$ cat src/rtl/chsw_pkg.sv
package chsw_pkg;
  localparam int BYTE_W = 8;
  localparam int CNT_W  = 4;
  localparam int SEL_W  = 4;

  typedef enum logic [2:0] {
    ST_IDLE,
    ST_ADDR,
    ST_AACK,
    ST_WDATA,
    ST_WACK,
    ST_RDATA,
    ST_RACK
  } link_st_t;
endpackage

$ cat src/rtl/chsw_sync.sv
module chsw_sync #(
  parameter int          W       = 2,
  parameter int          STAGES  = 2,
  parameter logic        RST_VAL = 1'b1
) (
  input  logic         clk,
  input  logic         rst_n,
  input  logic [W-1:0] d,
  output logic [W-1:0] q
);
  localparam int LAST = STAGES - 1;

  for (genvar b = 0; b < W; b++) begin : g_bit
    logic [STAGES-1:0] chain;
    always_ff @(posedge clk) begin
      if (!rst_n) chain <= {STAGES{RST_VAL}};
      else        chain <= {chain[STAGES-2:0], d[b]};
    end
    assign q[b] = chain[LAST];
  end
endmodule

$ cat src/rtl/chsw_link.sv
module chsw_link
  import chsw_pkg::*;
#(
  parameter logic [4:0] ADDR_HI = 5'b11100,
  parameter int         PIN_W   = 2
) (
  input  logic              clk,
  input  logic              rst_n,
  input  logic              scl_s,
  input  logic              sda_s,
  input  logic [PIN_W-1:0]  addr_sel,
  input  logic [BYTE_W-1:0] rd_byte,
  output logic              sda_oe,
  output logic              wr_stb,
  output logic [BYTE_W-1:0] wr_byte,
  output logic              stop_stb
);
  localparam int ADDR_W = 5 + PIN_W;
  localparam logic [CNT_W-1:0] FULL = CNT_W'(BYTE_W);

  link_st_t          st;
  logic              scl_q, sda_q;
  logic [CNT_W-1:0]  cnt;
  logic [BYTE_W-1:0] sh, tx;
  logic              rnw, m_ack;
  logic              start_c, stop_c, rise, fall;
  logic [ADDR_W-1:0] my_addr;

  assign my_addr = {ADDR_HI, addr_sel};
  assign start_c = scl_s & scl_q & sda_q & ~sda_s;
  assign stop_c  = scl_s & scl_q & ~sda_q & sda_s;
  assign rise    = scl_s & ~scl_q;
  assign fall    = ~scl_s & scl_q;
  assign wr_byte = sh;

  always_ff @(posedge clk) begin
    if (!rst_n) begin
      st       <= ST_IDLE;
      scl_q    <= 1'b1;
      sda_q    <= 1'b1;
      cnt      <= '0;
      sh       <= '0;
      tx       <= '0;
      rnw      <= 1'b0;
      m_ack    <= 1'b0;
      sda_oe   <= 1'b0;
      wr_stb   <= 1'b0;
      stop_stb <= 1'b0;
    end else begin
      scl_q    <= scl_s;
      sda_q    <= sda_s;
      wr_stb   <= 1'b0;
      stop_stb <= 1'b0;
      if (start_c) begin
        st     <= ST_ADDR;
        cnt    <= '0;
        sda_oe <= 1'b0;
      end else if (stop_c) begin
        st       <= ST_IDLE;
        sda_oe   <= 1'b0;
        stop_stb <= 1'b1;
      end else begin
        unique case (st)
          ST_IDLE: ;
          ST_ADDR, ST_WDATA: begin
            if (rise && cnt != FULL) begin
              sh  <= {sh[BYTE_W-2:0], sda_s};
              cnt <= cnt + 1'b1;
            end else if (fall && cnt == FULL) begin
              if (st == ST_WDATA) begin
                sda_oe <= 1'b1;
                wr_stb <= 1'b1;
                st     <= ST_WACK;
              end else if (sh[BYTE_W-1:1] == my_addr) begin
                sda_oe <= 1'b1;
                rnw    <= sh[0];
                st     <= ST_AACK;
              end else begin
                st <= ST_IDLE;
              end
            end
          end
          ST_AACK: begin
            if (fall) begin
              if (rnw) begin
                tx     <= rd_byte;
                sda_oe <= ~rd_byte[BYTE_W-1];
                cnt    <= CNT_W'(1);
                st     <= ST_RDATA;
              end else begin
                sda_oe <= 1'b0;
                cnt    <= '0;
                st     <= ST_WDATA;
              end
            end
          end
          ST_WACK: begin
            if (fall) begin
              sda_oe <= 1'b0;
              cnt    <= '0;
              st     <= ST_WDATA;
            end
          end
          ST_RDATA: begin
            if (fall) begin
              if (cnt == FULL) begin
                sda_oe <= 1'b0;
                st     <= ST_RACK;
              end else begin
                tx     <= {tx[BYTE_W-2:0], 1'b0};
                sda_oe <= ~tx[BYTE_W-2];
                cnt    <= cnt + 1'b1;
              end
            end
          end
          ST_RACK: begin
            if (rise) begin
              m_ack <= ~sda_s;
            end else if (fall) begin
              if (m_ack) begin
                tx     <= rd_byte;
                sda_oe <= ~rd_byte[BYTE_W-1];
                cnt    <= CNT_W'(1);
                st     <= ST_RDATA;
              end else begin
                st <= ST_IDLE;
              end
            end
          end
          default: st <= ST_IDLE;
        endcase
      end
    end
  end

  AST_AACK_DRIVE: assert property (@(posedge clk) disable iff (!rst_n)
    (st == ST_AACK || st == ST_WACK) |-> sda_oe);
  AST_WDATA_REL: assert property (@(posedge clk) disable iff (!rst_n)
    (st == ST_WDATA || st == ST_RACK) |-> !sda_oe);
  AST_SDA_LOW_PHASE: assert property (@(posedge clk) disable iff (!rst_n)
    !$stable(sda_oe) |-> (!$past(scl_s) || $past(start_c || stop_c)));
  AST_IDLE_AFTER_STOP: assert property (@(posedge clk) disable iff (!rst_n)
    stop_stb |-> (st == ST_IDLE && !sda_oe));
endmodule

$ cat src/rtl/chsw_regs.sv
module chsw_regs
  import chsw_pkg::*;
#(
  parameter int NCH         = 2,
  parameter int SYNC_STAGES = 2
) (
  input  logic              clk,
  input  logic              rst_n,
  input  logic              wr_stb,
  input  logic [BYTE_W-1:0] wr_byte,
  input  logic              stop_stb,
  input  logic [NCH-1:0]    irq_n_in,
  output logic [BYTE_W-1:0] rd_byte,
  output logic [NCH-1:0]    chan_en,
  output logic              irq_n_out
);
  localparam int PAD_W = BYTE_W - SEL_W - NCH;

  logic [SEL_W-1:0] sel_q;
  logic [NCH-1:0]   irq_s;
  logic             unused_hi;

  assign unused_hi = ^wr_byte[BYTE_W-1:SEL_W];

  chsw_sync #(.W(NCH), .STAGES(SYNC_STAGES), .RST_VAL(1'b1)) u_irq_sync (
    .clk  (clk),
    .rst_n(rst_n),
    .d    (irq_n_in),
    .q    (irq_s)
  );

  always_ff @(posedge clk) begin
    if (!rst_n) begin
      sel_q     <= '0;
      chan_en   <= '0;
      irq_n_out <= 1'b1;
    end else begin
      irq_n_out <= &irq_s;
      if (wr_stb)   sel_q   <= wr_byte[SEL_W-1:0];
      if (stop_stb) chan_en <= sel_q[NCH-1:0];
    end
  end

  assign rd_byte = {{PAD_W{1'b0}}, ~irq_s, sel_q};

  AST_EN_HOLD: assert property (@(posedge clk) disable iff (!rst_n)
    !stop_stb |=> $stable(chan_en));
  AST_RST_CLEAR: assert property (@(posedge clk)
    !rst_n |=> (chan_en == '0 && sel_q == '0));
endmodule

$ cat src/rtl/chsw_top.sv
module chsw_top
  import chsw_pkg::*;
#(
  parameter logic [4:0] ADDR_HI     = 5'b11100,
  parameter int         NCH         = 2,
  parameter int         SYNC_STAGES = 2
) (
  input  logic           clk,
  input  logic           rst_n,
  input  logic           scl_in,
  input  logic           sda_in,
  output logic           sda_oe,
  input  logic [1:0]     addr_sel,
  input  logic [NCH-1:0] irq_n_in,
  output logic [NCH-1:0] chan_en,
  output logic           irq_n_out
);
  logic [1:0]        bus_s;
  logic              wr_stb, stop_stb;
  logic [BYTE_W-1:0] wr_byte, rd_byte;

  chsw_sync #(.W(2), .STAGES(SYNC_STAGES), .RST_VAL(1'b1)) u_bus_sync (
    .clk  (clk),
    .rst_n(rst_n),
    .d    ({scl_in, sda_in}),
    .q    (bus_s)
  );

  chsw_link #(.ADDR_HI(ADDR_HI), .PIN_W(2)) u_link (
    .clk     (clk),
    .rst_n   (rst_n),
    .scl_s   (bus_s[1]),
    .sda_s   (bus_s[0]),
    .addr_sel(addr_sel),
    .rd_byte (rd_byte),
    .sda_oe  (sda_oe),
    .wr_stb  (wr_stb),
    .wr_byte (wr_byte),
    .stop_stb(stop_stb)
  );

  chsw_regs #(.NCH(NCH), .SYNC_STAGES(SYNC_STAGES)) u_regs (
    .clk      (clk),
    .rst_n    (rst_n),
    .wr_stb   (wr_stb),
    .wr_byte  (wr_byte),
    .stop_stb (stop_stb),
    .irq_n_in (irq_n_in),
    .rd_byte  (rd_byte),
    .chan_en  (chan_en),
    .irq_n_out(irq_n_out)
  );

  AST_WR_NOT_STOP: assert property (@(posedge clk) disable iff (!rst_n)
    !(wr_stb && stop_stb));
endmodule

$ cat config.mk
export PLATFORM = sky130hd
export DESIGN_NAME = chsw_top
export DESIGN_NICKNAME = d
export VERILOG_FILES = /design/src/rtl/chsw_pkg.sv /design/src/rtl/chsw_sync.sv /design/src/rtl/chsw_link.sv /design/src/rtl/chsw_regs.sv /design/src/rtl/chsw_top.sv
export SDC_FILE = /design/constraint.sdc
export NUM_CORES = 1
export LEC_CHECK = 0
export ABC_CLOCK_PERIOD_IN_PS = 1700
export BUFFER_PORTS_ARGS = -buffer_cell sky130_fd_sc_hd__clkbuf_2
export CAP_MARGIN = 30
export CORE_MARGIN = 5
export CORE_UTILIZATION = 53
export CTS_CLUSTER_DIAMETER = 40
export DETAILED_ROUTE_END_ITERATION = 10
export PLACE_DENSITY_LB_ADDON = 0.15
export SKIP_CTS_REPAIR_TIMING = 1
export SYNTH_ARGS = -nofsm -noshare
export SYNTH_HDL_FRONTEND = slang
export SYNTH_SLANG_ARGS = --single-unit
$ cat constraint.sdc
create_clock -name clk -period 1.7 [get_ports clk]
set_clock_uncertainty 0.15 [all_clocks]
set_input_delay 0 -clock clk [delete_from_list [all_inputs] [get_ports clk]]
set_output_delay 0 -clock clk [all_outputs]
set_load 0.03 [all_outputs]
==> impl_metrics.csv, run 1 <==
group,metric,value,unit
route,vias,1794,
final_layout,post-route-util,0.738,
worst_setup_path,crit_arrival,1.91,ns
timing,worstMarginPinSlew,0.307,ns
global_route,antenna_found_initial,0,
worst_setup_path,crit_start,"u_link.cnt[0]",
pwr,vdd_drop_max,0.772,mV
worst_setup_path,required,1.78,ns
synthesis,synth-xor-area-share,0.0129,
synthesis,ys_seq_area_frac,0.432,
route,routed_wl,4820,um
clock_tree,htreeDepth,2,
placement,numPortBuffers,11,
synthesis,synth_top_family_by_area,"simple AND/OR/NAND/NOR gates",
floorplan,fp.dieH,72.0,um
placement,dp.cells,299,
final_layout,area_delta_synth_final,33.5,%
route,drc,0,
placement,routabilityCongestion,0.852,
clock_tree,cts_buffers,5,
synthesis,synth_edf_count,0,
pwr,intPower,1540,uW
synthesis,avgSynthCellArea,9.23,sq um
pwr,power_density,718,nW/um^2
worst_setup_path,endpoint_kind,"flop",
timing,hold_viol_final,0,
floorplan,start_util,0.553,
final_layout,final_cell_area,2720,sq um
floorplan,ioPinCount,12,
pwr,swShare,0.213,
synthesis,ys.flop_type,"dfxtp_1",
placement,placed_area,2380,sq um
worst_setup_path,r2r_cells,6,
floorplan,rows,22,
placement,dpl_worst_slack,-0.156,ns
status,violations,"setup timing",
synthesis,synth_top_cell_area_share,0.432,
route,wire_per_inst,15.0,um
synthesis,synth_nets,231,
clock_tree,clkTransAtPathRegs,0.08,ns
synthesis,async_flop_share,0,
placement,post-dp-hpwl,3340,um
timing,max_slew_margin,0.795,
route,drt_iter0_drc,145,
pwr,p_clk_frac,0.398,
pwr,combPwrFrac,0.063,
timing,rsz0062_at_grt,"true",
final_layout,nets,281,
job,maxCapViolCount,0,
final_layout,fin_cells,320,
synthesis,ys_seq_elements,44,
global_route,grt_pass1_wl,7520,um
global_route,grt_pass1_vias,1616,
synthesis,synth_compound_area_frac,0.193,
global_route,grt_max_degree,25,
global_route,track_usage,0.182,
worst_setup_path,criticalPathCategory,"reg2reg",
clock_tree,cts_root_buf,"clkbuf_8",
timing,fmax,0.547,GHz
worst_setup_path,cp_max_fo,5,
pwr,power_frac_seq,0.540,
synthesis,synth_cell_types,55,
floorplan,die_width,72.0,um
route,firstDrtPassIters,4,
floorplan,core,3690,sq um
synthesis,synth.mux.area_fraction,0.0883,
worst_setup_path,regToRegSetupSlack,-0.13,ns
final_layout,drive_above_1_share,0.342,
clock_tree,cts_max_path_buffers,2,
timing,setup_ws,-0.127,ns
worst_setup_path,timing.rr.end,"u_link.tx[6]",
timing,setup_viol,9,
timing,fin_hold_ws,0.252,ns
synthesis,syn_area,2040,sq um
floorplan,die_area,5190,sq um
worst_setup_path,worstSetupEndpoint,"u_link.tx[6]",
clock_tree,tritoncts,"yes",
worst_hold_path,hp-class,"in2reg",
route,ant_nets,0,
pwr,switchingPower,417,uW
synthesis,ys_warn_count,0,
worst_setup_path,start_kind,"flop",
synthesis,synth_largest_area_cell,"dfxtp_1",
synthesis,synthCells,221,
clock_tree,insertion_delay,0.29,ns
synthesis,ys_top_cells_by_area,"dfxtp_1 (43%), mux2i_1 (8.8%), nor2_1 (4.6%), a21oi_1 (3.7%), nand2b_1 (3.4%)",
final_layout,diodes,0,
global_route,gr-total-overflow,0,
clock_tree,clock-sinks,44,
status,outcome,"finished, violations left",
timing,period_minus_slack,1.83,ns
timing,slew_violations,0,
worst_setup_path,reg2reg_from,"u_link.cnt[0]",
pwr,p_leak,0.00109,uW
route,viasPerCell,5.61,
synthesis,yosys.area_share.simple,0.217,
timing,period_share,1.07,
synthesis,synthAdderAreaFrac,0.0123,
-- flip-flops by register name, indices dropped and copies added (netlist names) --
register / cells
u_link.cnt: 4
u_link.rnw: 1
u_link.scl_q: 1
u_link.tx: 7
u_link.stop_stb: 1
u_link.m_ack: 1
u_link.sda_oe: 1
u_link.wr_stb: 1
u_link.wr_byte: 8
u_link.sda_q: 1
u_regs.irq_n_out: 1
u_bus_sync.g_bit.chain: 4
u_regs.chan_en: 2
u_regs.u_irq_sync.g_bit.chain: 4
u_link.st: 3
u_regs.sel_q: 4
-- how the worst min path moves through the flow --
stage,from,to,cells after the start
after floorplan,rst_n,u_regs.u_irq_sync.g_bit[1].chain[1],1
after CTS,irq_n_in[0],u_regs.u_irq_sync.g_bit[0].chain[0],2
final,addr_sel[0],u_link.rnw,7
after global placement,sda_in,u_bus_sync.g_bit[0].chain[0],2
after detailed placement,scl_in,u_bus_sync.g_bit[1].chain[0],2
after global routing,addr_sel[0],u_link.st[1],6
-- synthesized netlist by cell type (all sizes together) (2+ instances only) --
| cell | instances |
|---|---|
| o2111ai | 2 |
| inv | 6 |
| nor2 | 25 |
| clkbuf | 4 |
| nand3 | 5 |
| nand2 | 18 |
| o2bb2ai | 2 |
| or4b | 2 |
| mux2i | 18 |
| a31oi | 2 |
| o21ai | 14 |
| a311oi | 3 |
| nor2b | 5 |
| ha | 2 |
| xnor2 | 2 |
| dfxtp | 44 |
| nand2b | 12 |
| a21oi | 15 |
| nand4 | 4 |
| o211ai | 3 |
| buf | 9 |
| nand3b | 2 |
-- per-stage QoR --
| step | power (uW) | setup TNS, ns |
|---|---|---|
| 6_report | 1960 | -0.430 |
| 5_1_grt | 2040 | -1.33 |
| 2_1_floorplan | 1130 | -0.0923 |
| 4_1_cts | 1940 | -1.05 |
| 3_3_place_gp | 1170 | -0.291 |
| 3_5_place_dp | 1180 | -0.754 |
-- power by group through the flow --
| stage | Sequential [uW] | Clock, uW | Combinational, uW |
|---|---|---|---|
| floorplan | 1080 | 0 | 55.0 |
| global placement | 1080 | 0 | 94.2 |
| detailed placement | 1080 | 0 | 98.5 |
| CTS | 1050 | 792 | 98.4 |
| global route | 1060 | 846 | 134 |
| finish | 1060 | 778 | 123 |
-- per-layer routing --
layer / part of all wire / up-vias / track usage
met5: 0 / - / 0
li1: - / 891 / -
met4: 0.0087 / 0 / 0.0459
met1: 0.45 / 858 / 0.247
met3: 0.039 / 5 / 0.0443
met2: 0.50 / 40 / 0.292
-- critical path, cell delays in order (launching register included) --
cell,delay (ns)
dfxtp_2,0.35
inv_2,0.05
ha_4,0.15
and3b_2,0.25
a2bb2oi_4,0.16
or4b_4,0.52
a21oi_2,0.14
-- placed cells by master, fill, tap and decap left out, types with 2 or more instances in the layout --
master and n:
a21oi_1 9, a21oi_2 6, a311oi_1 3, buf_12 2, buf_4 34, clkbuf_2 11
clkbuf_8 5, dfxtp_1 36, dfxtp_2 7, dlygate4sd3_1 9, inv_1 3, inv_2 3
mux2i_1 18, nand2_1 17, nand2b_1 11, nand3_1 5, nand3b_1 2, nand4_1 4
nor2_1 25, nor2b_1 3, nor2b_2 2, o2111ai_1 2, o211ai_1 2, o21ai_0 10
o21ai_1 3, xnor2_1 2
-- cell families (layout without fill, tap and decap cells) --
logic type                 Yosys count  in the layout
and+or+nand+nor                     83             83
AOI/OAI and AO/OA                   52             52
DFF                                 44             44
buffers and inverters               19             70
muxes                               18             18
xor gates and xnor gates             3              3
adders and majority gates            2              2
-- final cells by class --
class | count | area (sq um)
Fill cell | 265 | 966
Clock inverter | 2 | 35.0
Tap cell | 48 | 60.1
Inverter | 6 | 22.5
Sequential cell | 44 | 893
Timing Repair Buffer | 56 | 440
Clock buffer | 6 | 72.6
Multi-Input combinational cell | 158 | 1200
Power figures use the tool's default switching activity.
==> inputs of run 2 (changes only) <==
--- a/config.mk
+++ b/config.mk
@@ -9,7 +9,7 @@
 export BUFFER_PORTS_ARGS = -buffer_cell sky130_fd_sc_hd__clkbuf_2
 export CAP_MARGIN = 30
 export CORE_MARGIN = 5
-export CORE_UTILIZATION = 53
+export CORE_UTILIZATION = 40
 export CTS_CLUSTER_DIAMETER = 40
 export DETAILED_ROUTE_END_ITERATION = 10
 export PLACE_DENSITY_LB_ADDON = 0.15
==> run 2 against run 1 <==
The run still ends with setup timing left. Combinational power is 3% lower. Setup slack better by 0.015 ns. Non-clock buffer count is 4 higher. Hold slack worse by 0.063 ns. Power is 4.5% lower. Register-to-register slack hardly changed. Wire length is 7.0% lower. First-iteration DRC count is 23% lower. Sequential share of layout area hardly changed. Utilization is 19 points lower. Clock power is 10% lower. Cell area is 0.78% higher.
==> impl_metrics.csv, run 2 (synthesized netlist as in run 1, its figures left out) <==
group,metric,value,unit
timing,setup_ws,-0.112,ns
job,maxCapViolCount,0,
timing,period_minus_slack,1.81,ns
route,routed_wl,4480,um
worst_setup_path,endpoint_kind,"flop",
pwr,power_density,681,nW/um^2
clock_tree,cts_max_path_buffers,2,
worst_setup_path,reg2reg_from,"u_link.cnt[0]",
floorplan,rows,26,
worst_setup_path,start_kind,"flop",
worst_setup_path,criticalPathCategory,"reg2reg",
route,vias,1769,
placement,dp.cells,327,
final_layout,layout_common_cells,"buf_4 (37), dfxtp_1 (37), nor2_1 (25), mux2i_1 (18), nand2_1 (17)",
timing,fmax,0.552,GHz
pwr,vdd_drop_max,0.455,mV
timing,setup_viol,7,
final_layout,fin_cells,346,
clock_tree,clkTransAtPathRegs,0.09,ns
worst_hold_path,min_from,"addr_sel[0]",
placement,routabilityCongestion,0.795,
pwr,swShare,0.235,
floorplan,core,5040,sq um
global_route,track_usage,0.147,
final_layout,drive_above_1_share,0.344,
timing,fin_hold_ws,0.188,ns
route,drc,0,
clock_tree,insertion_delay,0.29,ns
pwr,intPower,1430,uW
global_route,gr-total-overflow,0,
route,ant_nets,0,
final_layout,area_delta_synth_final,34.5,%
timing,worstMarginPinSlew,0.308,ns
timing,slew_violations,0,
pwr,combPwrFrac,0.064,
pwr,switchingPower,440,uW
global_route,grt_max_degree,23,
floorplan,ioPinCount,12,
final_layout,diodes,0,
clock_tree,tritoncts,"yes",
worst_setup_path,cp_max_fo,4,
global_route,antenna_found_initial,0,
floorplan,die_area,6630,sq um
pwr,p_clk_frac,0.374,
worst_setup_path,crit_arrival,1.89,ns
pwr,power_frac_seq,0.563,
timing,period_share,1.07,
timing,rsz0062_at_grt,"true",
final_layout,multi_input_area,1170,sq um
clock_tree,cts_buffers,5,
route,drt_iter0_drc,111,
global_route,grt_pass1_wl,7570,um
final_layout,largest_reg_flops,8,
timing,hold_viol_final,0,
floorplan,die_width,81.4,um
worst_setup_path,crit_start,"u_link.cnt[0]",
final_layout,nets,285,
final_layout,nFillCells,464,
status,violations,"setup timing",
pwr,p_leak,0.00111,uW
route,wire_per_inst,12.9,um
route,firstDrtPassIters,4,
worst_setup_path,required,1.78,ns
status,outcome,"finished, violations left",
timing,max_slew_margin,0.792,
worst_hold_path,hold_path_depth,7,
floorplan,start_util,0.404,
clock_tree,cts_root_buf,"clkbuf_8",
clock_tree,htreeDepth,2,
floorplan,fp.dieH,81.4,um
global_route,grt_pass1_vias,1604,
placement,post-dp-hpwl,3170,um
clock_tree,clock-sinks,44,
route,viasPerCell,5.11,
worst_setup_path,r2r_cells,6,
worst_hold_path,hp-class,"in2reg",
placement,numPortBuffers,11,
final_layout,seqCellArea,900,sq um
-- run 2: critical path, stage by stage, from the launching register on --
cell and delay, ns:
dfxtp_2 0.34, inv_2 0.05, ha_4 0.15, and3b_2 0.26
a2bb2oi_4 0.16, or4b_1 0.52, a21oi_1 0.13
-- run 2: final cells by class --
cell class	count	area share
tap	70	0.0319
multi-input combinational	158	0.427
timing repair buffer	60	0.170
clock inverter	2	0.00547
sequential	44	0.328
clock buffer	6	0.0301
inverter	6	0.00821
-- run 2: path summary, 6_finish.rpt --
path | endpoint | slack (ns)
worst max-delay path | u_link.tx[6] | -0.11
worst min-delay path | u_link.rnw | 0.19
worst max register to register | u_link.tx[6] | -0.11
worst min register to register | u_bus_sync.g_bit[0].chain[1] | 0.26
-- run 2: metrics by stage --
| stage | setup TNS (ns) | setup WS, ns | area, sq um | utilization | total power [uW] |
|---|---|---|---|---|---|
| 6_report | -0.283 | -0.112 | 2740 | 0.544 | 1870 |
| 5_1_grt | -1.18 | -0.149 | 2740 | 0.544 | 1960 |
| 4_1_cts | -1.29 | -0.156 | 2540 | 0.503 | 1870 |
| 3_5_place_dp | -1.00 | -0.139 | 2440 | 0.484 | 1180 |
| 3_3_place_gp | -0.894 | -0.137 | 2440 | 0.484 | 1180 |
| 2_1_floorplan | -0.0923 | -0.0923 | 2080 | - | 1130 |
-- run 2: power groups by stage --
| stage | combinational (uW) | clock, uW | sequential, uW |
|---|---|---|---|
| after CTS | 99.6 | 717 | 1050 |
| after floorplan | 55.0 | 0 | 1080 |
| after global routing | 132 | 771 | 1050 |
| final | 119 | 698 | 1050 |
| after detailed placement | 99.2 | 0 | 1080 |
| after global placement | 99.0 | 0 | 1080 |
-- run 2: metal layers --
layer / part of all wire / GRT usage / up-vias
li1: - / - / 896
met1: 0.48 / 0.201 / 843
met2: 0.47 / 0.226 / 21
met3: 0.031 / 0.0299 / 9
met4: 0.018 / 0.0541 / 0
met5: 0 / 0 / -
==> inputs of run 3 (changes only) <==
--- a/config.mk
+++ b/config.mk
@@ -5,14 +5,14 @@
 export SDC_FILE = /design/constraint.sdc
 export NUM_CORES = 1
 export LEC_CHECK = 0
-export ABC_CLOCK_PERIOD_IN_PS = 1700
 export BUFFER_PORTS_ARGS = -buffer_cell sky130_fd_sc_hd__clkbuf_2
 export CAP_MARGIN = 30
 export CORE_MARGIN = 5
 export CORE_UTILIZATION = 40
 export CTS_CLUSTER_DIAMETER = 40
 export DETAILED_ROUTE_END_ITERATION = 10
-export PLACE_DENSITY_LB_ADDON = 0.15
+export GPL_TIMING_DRIVEN = 0
+export PLACE_DENSITY = 0.55
 export SKIP_CTS_REPAIR_TIMING = 1
 export SYNTH_ARGS = -nofsm -noshare
 export SYNTH_HDL_FRONTEND = slang
==> run 3 against run 2 <==
Global-route usage fell by 0.61 points. Power fell by 3.4%. Hold slack improved by 0.027 ns. Highest routed layer unchanged. Wire length rose by 3.6%. Die area did not move. Via count fell by 3.3%. Flip-flop and latch count did not move. Fmax fell by 3.3%. The run still ends with setup timing left. Critical path type unchanged. Utilization fell by 0.74 points. Clock power fell by 6.3%. Register-to-register slack got worse by 0.06 ns. Largest power group unchanged. Largest cell class unchanged. Critical path depth rose by 1.
==> impl_metrics.csv, run 3 (synthesized netlist as in run 1, its figures left out) <==
group,metric,value,unit
route,wire_per_inst,13.9,um
final_layout,area_delta_synth_final,32.7,%
timing,max_slew_margin,0.546,
pwr,p_clk_frac,0.362,
clock_tree,htreeDepth,2,
route,firstDrtPassIters,4,
clock_tree,tritoncts,"yes",
clock_tree,clock-sinks,44,
timing,setup_viol,10,
timing,rsz0062_at_grt,"true",
global_route,grt_max_degree,15,
pwr,intPower,1370,uW
floorplan,ioPinCount,12,
clock_tree,cts_root_buf,"clkbuf_8",
worst_setup_path,endpoint_kind,"flop",
worst_setup_path,crit_arrival,1.95,ns
pwr,switchingPower,434,uW
route,drc,0,
final_layout,largest_reg_flops,8,
floorplan,die_area,6630,sq um
global_route,grt_pass1_wl,7230,um
timing,hold_viol_final,0,
worst_setup_path,worstPathCellList,"inv_4, ha_4, and3b_1, buf_6, a2bb2oi_4, or4b_1, a21oi_1",
placement,dpl_worst_slack,-0.179,ns
clock_tree,insertion_delay,0.29,ns
floorplan,start_util,0.404,
final_layout,diodes,0,
global_route,gr-total-overflow,0,
floorplan,core,5040,sq um
clock_tree,cts_buffers,5,
pwr,swShare,0.240,
worst_setup_path,cp_max_fo,6,
status,outcome,"finished, violations left",
floorplan,fp.dieH,81.4,um
clock_tree,cts_max_path_buffers,2,
timing,setup_ws,-0.174,ns
route,ant_nets,0,
final_layout,drive_above_1_share,0.314,
route,drt_iter0_drc,83,
job,maxCapViolCount,0,
timing,slew_violations,0,
worst_setup_path,criticalPathCategory,"reg2reg",
placement,numPortBuffers,11,
final_layout,layout_common_cells,"dfxtp_1 (36), nor2_1 (25), mux2i_1 (18), nand2_1 (17), buf_4 (17)",
placement,post-dp-hpwl,2980,um
worst_setup_path,slowest_stage,"or4b_1",
pwr,power_frac_seq,0.580,
route,routed_wl,4640,um
global_route,grt_pass1_vias,1552,
floorplan,die_width,81.4,um
pwr,vdd_drop_max,0.543,mV
final_layout,final_cell_area,2710,sq um
clock_tree,clkTransAtPathRegs,0.08,ns
pwr,combPwrFrac,0.058,
timing,period_minus_slack,1.87,ns
placement,placed_area,2220,sq um
route,viasPerCell,5.12,
floorplan,rows,26,
status,violations,"setup timing",
global_route,antenna_found_initial,0,
timing,fmax,0.534,GHz
pwr,p_leak,0.00104,uW
placement,routabilityCongestion,0.846,
global_route,track_usage,0.141,
route,vias,1710,
final_layout,nets,273,
worst_setup_path,slowest_delay,0.51,ns
timing,period_share,1.10,
final_layout,final_common_cell,"dfxtp_1",
timing,worstMarginPinSlew,0.675,ns
worst_setup_path,start_kind,"flop",
worst_hold_path,hp-class,"in2reg",
worst_setup_path,required,1.78,ns
pwr,power_density,667,nW/um^2
## run 3: layer usage
layer  vias up  track usage  share of wire
met4         0       0.0524          0.014
met2        31        0.220           0.48
met1       798        0.189           0.48
met5         -            0              0
met3         6       0.0299          0.028
li1        875            -              -
## run 3: critical path, delay by kind of cell (launching register included)
family,cells,cell delay [ns]
and+or+nand+nor,2,0.68
DFF,1,0.37
AOI/OAI and AO/OA,2,0.29
buffers and inverters,2,0.18
adders and majority gates,1,0.14
## run 3: worst paths after layout
| path | start | end | slack (ns) | cells past startpoint |
|---|---|---|---|---|
| max | u_link.cnt[0] | u_link.tx[6] | -0.17 | 7 |
| min | addr_sel[0] | u_link.rnw | 0.22 | 7 |
| min reg2reg | u_regs.u_irq_sync.g_bit[1].chain[0] | u_regs.u_irq_sync.g_bit[1].chain[1] | 0.26 | 1 |
| max reg2reg | u_link.cnt[0] | u_link.tx[6] | -0.17 | 7 |
## run 3: per-stage QoR
step           setup TNS, ns  power, uW   util  instances  hold WS (ns)
3_3_place_gp           -1.70       1160  0.440        302        0.0298
4_1_cts                -1.75       1820  0.458        310        -0.275
6_report              -0.830       1810  0.537        334         0.216
2_1_floorplan        -0.0923       1130      -        221       -0.0770
3_5_place_dp           -1.41       1160  0.440        302        0.0381
5_1_grt                -1.67       1890  0.537        334         0.282
## run 3: final cells by class
type                       count  area (sq um)
tap                           70          87.6
clock inverter                 2          16.3
timing repair buffer          34           250
inverter                       6          25.0
buffer                        13          92.6
fill                         469          2340
clock buffer                   6          72.6
sequential                    44           908
multi-input combinational    159          1250
## run 3: power by group through the flow
stage	clock, uW	sequential (uW)	combinational [uW]
floorplan	0	1080	55.0
global placement	0	1080	83.8
detailed placement	0	1080	83.6
CTS	680	1050	83.8
global route	722	1050	116
finish	654	1050	105
